File: src/rtl/segdec_pkg.sv
package segdec_pkg;
   typedef enum logic [1:0] {
      PRIV_KERN = 2'd0,
      PRIV_SUPV = 2'd1,
      PRIV_USER = 2'd2,
      PRIV_KALT = 2'd3
   } priv_e;

   typedef enum logic [1:0] {
      LKP_HIT    = 2'd0,
      LKP_MISS   = 2'd1,
      LKP_INVAL  = 2'd2,
      LKP_CLEAN  = 2'd3
   } lkp_e;

   typedef enum logic [2:0] {
      RT_XLATE = 3'd0,
      RT_IDENT = 3'd1,
      RT_SUBLO = 3'd2,
      RT_SUBHI = 3'd3,
      RT_ADERR = 3'd4
   } route_e;

   localparam int EXC_NONE   = 0;
   localparam int EXC_MODIFY = 1;
   localparam int EXC_LKP_LD = 2;
   localparam int EXC_LKP_ST = 3;
   localparam int EXC_ADR_LD = 4;
   localparam int EXC_ADR_ST = 5;
endpackage

File: src/rtl/segdec_classify.sv
module segdec_classify
   import segdec_pkg::*;
(
   input  logic [2:0] seg_top,
   input  logic [1:0] priv,
   input  logic       errlvl,
   output route_e     route
);
   logic is_kern;
   logic is_supv;

   always_comb begin
      is_supv = (priv == PRIV_SUPV);
      is_kern = (priv != PRIV_SUPV) && (priv != PRIV_USER);
   end

   always_comb begin
      route = RT_ADERR;
      if (!seg_top[2]) begin
         route = errlvl ? RT_IDENT : RT_XLATE;
      end else begin
         unique case (seg_top[1:0])
            2'b00:   route = is_kern ? RT_SUBLO : RT_ADERR;
            2'b01:   route = is_kern ? RT_SUBHI : RT_ADERR;
            2'b10:   route = (is_kern || is_supv) ? RT_XLATE : RT_ADERR;
            default: route = is_kern ? RT_XLATE : RT_ADERR;
         endcase
      end
   end
endmodule

File: src/rtl/segdec_resolve.sv
module segdec_resolve
   import segdec_pkg::*;
#(
   parameter int AW = 32,
   parameter int EW = 5
) (
   input  route_e          route,
   input  logic [AW-1:0]   vaddr,
   input  logic            write,
   input  logic [1:0]      lkp_res,
   input  logic [AW-1:0]   lkp_paddr,
   input  logic            lkp_wr_ok,
   output logic [AW-1:0]   paddr,
   output logic [1:0]      prot,
   output logic            fault,
   output logic [EW-1:0]   code,
   output logic            refill,
   output logic            mapped
);
   localparam logic [AW-1:0] LO_BASE = {3'b100, {(AW-3){1'b0}}};
   localparam logic [AW-1:0] HI_BASE = {3'b101, {(AW-3){1'b0}}};
   localparam logic [EW-1:0] C_MOD   = EW'(EXC_MODIFY);
   localparam logic [EW-1:0] C_LLD   = EW'(EXC_LKP_LD);
   localparam logic [EW-1:0] C_LST   = EW'(EXC_LKP_ST);
   localparam logic [EW-1:0] C_ALD   = EW'(EXC_ADR_LD);
   localparam logic [EW-1:0] C_AST   = EW'(EXC_ADR_ST);

   always_comb begin
      paddr  = '0;
      prot   = 2'b00;
      fault  = 1'b0;
      code   = EW'(EXC_NONE);
      refill = 1'b0;
      mapped = 1'b0;
      unique case (route)
         RT_IDENT: begin
            paddr = vaddr;
            prot  = 2'b11;
         end
         RT_SUBLO: begin
            paddr = vaddr - LO_BASE;
            prot  = 2'b11;
         end
         RT_SUBHI: begin
            paddr = vaddr - HI_BASE;
            prot  = 2'b11;
         end
         RT_ADERR: begin
            fault = 1'b1;
            code  = write ? C_AST : C_ALD;
         end
         default: begin
            mapped = 1'b1;
            unique case (lkp_res)
               LKP_HIT: begin
                  paddr = lkp_paddr;
                  prot  = {lkp_wr_ok, 1'b1};
               end
               LKP_MISS: begin
                  fault  = 1'b1;
                  refill = 1'b1;
                  code   = write ? C_LST : C_LLD;
               end
               LKP_INVAL: begin
                  fault = 1'b1;
                  code  = write ? C_LST : C_LLD;
               end
               default: begin
                  fault = 1'b1;
                  code  = C_MOD;
               end
            endcase
         end
      endcase
   end
endmodule

File: src/rtl/segdec_outstage.sv
module segdec_outstage #(
   parameter int W       = 8,
   parameter bit REG_OUT = 1'b1
) (
   input  logic         clk,
   input  logic         rst_n,
   input  logic [W-1:0] d,
   output logic [W-1:0] q
);
   generate
      if (REG_OUT) begin : g_reg
         always_ff @(posedge clk or negedge rst_n) begin
            if (!rst_n) q <= '0;
            else        q <= d;
         end
      end else begin : g_comb
         logic unused_clk;
         assign unused_clk = clk ^ rst_n;
         assign q = d;
      end
   endgenerate
endmodule

File: src/rtl/vaddr_seg_decoder.sv
module vaddr_seg_decoder
   import segdec_pkg::*;
#(
   parameter int AW      = 32,
   parameter int EW      = 5,
   parameter bit REG_OUT = 1'b1
) (
   input  logic          clk,
   input  logic          rst_n,
   input  logic          req_valid,
   input  logic [AW-1:0] req_vaddr,
   input  logic [1:0]    req_priv,
   input  logic          req_errlvl,
   input  logic          req_write,
   input  logic [1:0]    tlb_res,
   input  logic [AW-1:0] tlb_paddr,
   input  logic          tlb_wr_ok,
   output logic          out_valid,
   output logic [AW-1:0] out_paddr,
   output logic [1:0]    out_prot,
   output logic          out_fault,
   output logic [EW-1:0] out_code,
   output logic          out_refill,
   output logic          out_mapped
);
   localparam int BW = 1 + AW + 2 + 1 + EW + 1 + 1;

   generate
      if (AW < 4) begin : g_bad_aw
         $error("vaddr_seg_decoder: AW must be at least 4");
      end
      if (EW < 3) begin : g_bad_ew
         $error("vaddr_seg_decoder: EW must hold code 5");
      end
   endgenerate

   route_e          route;
   logic [AW-1:0]   c_paddr;
   logic [1:0]      c_prot;
   logic            c_fault;
   logic [EW-1:0]   c_code;
   logic            c_refill;
   logic            c_mapped;
   logic [BW-1:0]   bundle_d;
   logic [BW-1:0]   bundle_q;

   segdec_classify u_cls (
      .seg_top (req_vaddr[AW-1 -: 3]),
      .priv    (req_priv),
      .errlvl  (req_errlvl),
      .route   (route)
   );

   segdec_resolve #(.AW(AW), .EW(EW)) u_res (
      .route     (route),
      .vaddr     (req_vaddr),
      .write     (req_write),
      .lkp_res   (tlb_res),
      .lkp_paddr (tlb_paddr),
      .lkp_wr_ok (tlb_wr_ok),
      .paddr     (c_paddr),
      .prot      (c_prot),
      .fault     (c_fault),
      .code      (c_code),
      .refill    (c_refill),
      .mapped    (c_mapped)
   );

   assign bundle_d = req_valid
                   ? {1'b1, c_paddr, c_prot, c_fault, c_code, c_refill, c_mapped}
                   : '0;

   segdec_outstage #(.W(BW), .REG_OUT(REG_OUT)) u_out (
      .clk   (clk),
      .rst_n (rst_n),
      .d     (bundle_d),
      .q     (bundle_q)
   );

   assign {out_valid, out_paddr, out_prot, out_fault,
           out_code, out_refill, out_mapped} = bundle_q;
endmodule

File: config.mk
export PLATFORM = sky130hd
export DESIGN_NAME = vaddr_seg_decoder
export DESIGN_NICKNAME = d
export VERILOG_FILES = /design/src/rtl/segdec_pkg.sv /design/src/rtl/segdec_classify.sv /design/src/rtl/segdec_resolve.sv /design/src/rtl/segdec_outstage.sv /design/src/rtl/vaddr_seg_decoder.sv
export SDC_FILE = /design/constraint.sdc
export NUM_CORES = 1
export LEC_CHECK = 0
export ABC_AREA = 1
export CAP_MARGIN = 20
export CORE_ASPECT_RATIO = 0.75
export CORE_MARGIN = 5
export CORE_UTILIZATION = 25
export DETAILED_ROUTE_END_ITERATION = 7
export GPL_TIMING_DRIVEN = 0
export HOLD_SLACK_MARGIN = 0.15
export PLACE_DENSITY = 0.59
export SKIP_CTS_REPAIR_TIMING = 1
export SYNTH_ARGS = -nofsm -noshare
export SYNTH_HDL_FRONTEND = slang
export SYNTH_SLANG_ARGS = --single-unit
File: constraint.sdc
create_clock -name clk -period 0.8 [get_ports clk]
set_input_delay 0.16 -clock clk [delete_from_list [all_inputs] [get_ports clk]]
set_output_delay 0.16 -clock clk [all_outputs]
set_load 0.01 [all_outputs]
==> reports/metrics.yaml <==
p_comb_share_pct: 33.0
globalplace.congestion: 0.7596
yosys-top-cells-area: "dfrtp_1, nand2_1, nor2_1"
status: "complete, but fails checks"
grt_util_all_layers_pct: 13.00
arrival_ns: 1.62
tns_ns: -26.44
clock_sinks: 41
hpwl_mm: 5.601
violations: "hold timing, setup timing"
synth.most_common_cell: "nand2_1"
layout_setup_ws_ns: -0.6111
cp.required_ns: 1.01
tightest_slew_ns: 0.5453
critPathTopFamily: "buffers and inverters"
rsz0062_at_grt: "yes"
critPathLaunchType: "input pin"
maxCapViolations: 0
p_int_mw: 4.862
largestRegisters: "u_out.q: 41 flops"
p_per_area_nw_per_um2: 1620
hold_class: "in -> async"
cts_tree: "done"
power.leakage_nw: 2.092
synth_edf_count: 0
vias_per_cell: 4.222
grt_pass1_vias: 2347
die_h_um: 92.27
netlist_top_cells_count: "nand2_1, dfrtp_1, nor2_1, inv_1"
wl_met2_mm: 3.571
wl_met3_um: 533
hold_ws_ns: -0.1380
p_switching_mw: 1.920
netlist-cell-type-count: 24
top_layer: "met4"
synthMuxAreaShare_pct: 0
avgSynthCellArea_um2: 7.230
p_sw_share_pct: 28.31
crit_fanout: 5
synthXorXnorAreaFrac_pct: 0.3882
wire_per_inst_um: 13.77
drv_slew: 0
route.detailed.drc: 0
synth_compound_area_share_pct: 1.387
top_level_ports: 117
synth_simple_gate_area_share_pct: 40.43
setup.worst_path.class: "in -> reg"
cts_buffer_depth: 2
min_period_ns: 1.411
layout_worst_path_cycle_share_pct: 176.4
pwr-share-clk_pct: 33.2
final_hold_viol_count: 20
drtAntennaViolNets: 0
cp-end-kind: "flop"
cp_slowest_cell: "ha_4"
synth_top_area_share_pct: 45.48
layout-drive-gt1-share_pct: 34.21
io_buffers: 114
htreeDepth: 2
regMostFlops: "u_out.q"
detail_route.first_pass.iterations: 4
ys_warn_count: 0
ys_seq_area_share_pct: 45.48
slowest_delay_ns: 0.15
rows: 30
cp_cell_sequence: "buf_12 -> inv_6 -> ha_4 -> nor2_4 -> buf_6 -> nor2_4 -> nand3_2 -> nand2_4 -> buf_6 -> nor2_8 -> buf_6 -> clkbuf_16 -> nand3_2 -> a21oi_2"
slew_headroom_pct: 63.65
total_power_mw: 6.782
finalNetCount: 538
start_util_pct: 25.25
ys_seq_elements: 41
grt_start_max_net_pins: 22
syn_inst: 312
grt_antenna_before_repair: 0
area_delta_synth_final_pct: 85.58
synth_top_family_by_area: "simple AND/OR/NAND/NOR gates"
async_flop_share_pct: 100.0
netlist_area_um2: 2256
cts_root_buffer: "clkbuf_16"
fmax_mhz: 708.7
yosysTopAreaCell: "dfrtp_1"
core-area_um2: 8934
synth_flop_cell: "dfrtp_1"
drt_iter0_markers: 173
die_w_um: 119.7
wl_mm: 7.821
antenna_cells: 0
ir_worst_vdd_uv: 789.3
p_seq_share_pct: 33.8
cts_made_buffers: 5
synthAdderAreaFrac_pct: 4.437
cpMostUsedCell: "buf_6"
met1_length_mm: 3.654
crit_buf_inv: 6
grt_pass1_wl_mm: 11.62
die_area_um2: 11040
vias: 2398
clk_pin_slew_ns: 0.06
grt_remaining_overflow: 0
setup_violations: 81
largest_reg_flops: 41
## routing by layer
| metal | vias to the layer above | global-route usage (%) |
|---|---|---|
| li1 | 1221 | - |
| met1 | 1096 | 17.10 |
| met2 | 76 | 21.43 |
| met3 | 5 | 3.699 |
| met4 | 0 | 2.574 |
| met5 | - | 0 |
## worst max-delay path by stage
stage / start / endpoint / slack (ns) / depth (start not counted)
3_3_place_gp: rst_n / u_out.q[40]$_DFF_PN0_ / -1.56 / 1
4_1_cts: req_vaddr[30] / u_out.q[41]$_DFF_PN0_ / -1.29 / 14
5_1_grt: req_vaddr[29] / u_out.q[24]$_DFF_PN0_ / -0.70 / 15
2_1_floorplan: req_priv[0] / u_out.q[41]$_DFF_PN0_ / -0.58 / 12
3_5_place_dp: req_vaddr[30] / u_out.q[41]$_DFF_PN0_ / -1.59 / 14
6_report: req_vaddr[29] / u_out.q[39]$_DFF_PN0_ / -0.61 / 14
## cell type report
class | count | area [um^2]
flip-flops and latches | 41 | 1026
fillers | 894 | 4747
well taps | 112 | 140.1
inverters | 13 | 83.83
repair buffers | 137 | 1311
plain buffers | 18 | 171.4
clock inverters | 2 | 35.03
clock buffers | 5 | 125.1
multi-input cells | 240 | 1294
## logic make-up (layout without fill, tap and decap cells)
| kind of cell | Yosys count | after routing |
|---|---|---|
| AOI/OAI and AO/OA | 5 | 5 |
| xor gates and xnor gates | 1 | 1 |
| adders and majority gates | 8 | 8 |
| buffers and inverters | 32 | 175 |
| DFF | 41 | 41 |
| other | 1 | 2 |
| and+or+nand+nor | 224 | 224 |
## stage by stage
| step | setup slack (ns) | area (um^2) | hold WS [ns] | cells | utilization (%) |
|---|---|---|---|---|---|
| 6_report | -0.6111 | 4187 | -0.1380 | 568 | 46.86 |
| 5_1_grt | -0.6977 | 4187 | -0.09748 | 568 | 46.86 |
| 4_1_cts | -1.293 | 3820 | -0.1166 | 547 | 42.76 |
| 3_5_place_dp | -1.586 | 3660 | 0.1825 | 540 | 40.97 |
| 3_3_place_gp | -1.559 | 3637 | 0.6670 | 539 | 40.71 |
| 2_1_floorplan | -0.5813 | 2356 | -0.1356 | 313 | - |
## cell usage in the layout, fill, tap and decap left out, types with 3 or more instances in the layout
cell type / Yosys / layout
dfrtp_1: 41 / 41
nor2_2: 2 / 5
nor2_4: 0 / 3
clkbuf_16: 0 / 10
nand2_1: 165 / 136
buf_2: 1 / 5
inv_1: 10 / 3
ha_1: 8 / 3
buf_6: 3 / 15
nor2_1: 41 / 35
clkdlybuf4s50_1: 0 / 66
nand2_4: 2 / 5
buf_8: 0 / 7
buf_12: 0 / 3
inv_2: 3 / 4
nand3_4: 0 / 4
nand3_1: 6 / 3
clkbuf_2: 0 / 34
buf_4: 8 / 14
nand2_2: 0 / 25
ha_4: 0 / 4
nand4_1: 3 / 3
## power by group through the flow
stage	clock network (mW)	registers (mW)	logic [mW]
2_1_floorplan	0	2.42	0.786
3_3_place_gp	0	2.33	1.84
3_5_place_dp	0	2.33	1.87
4_1_cts	2.31	2.29	1.88
5_1_grt	2.38	2.31	2.46
6_report	2.25	2.29	2.24
(Power assumes the default switching activity.)
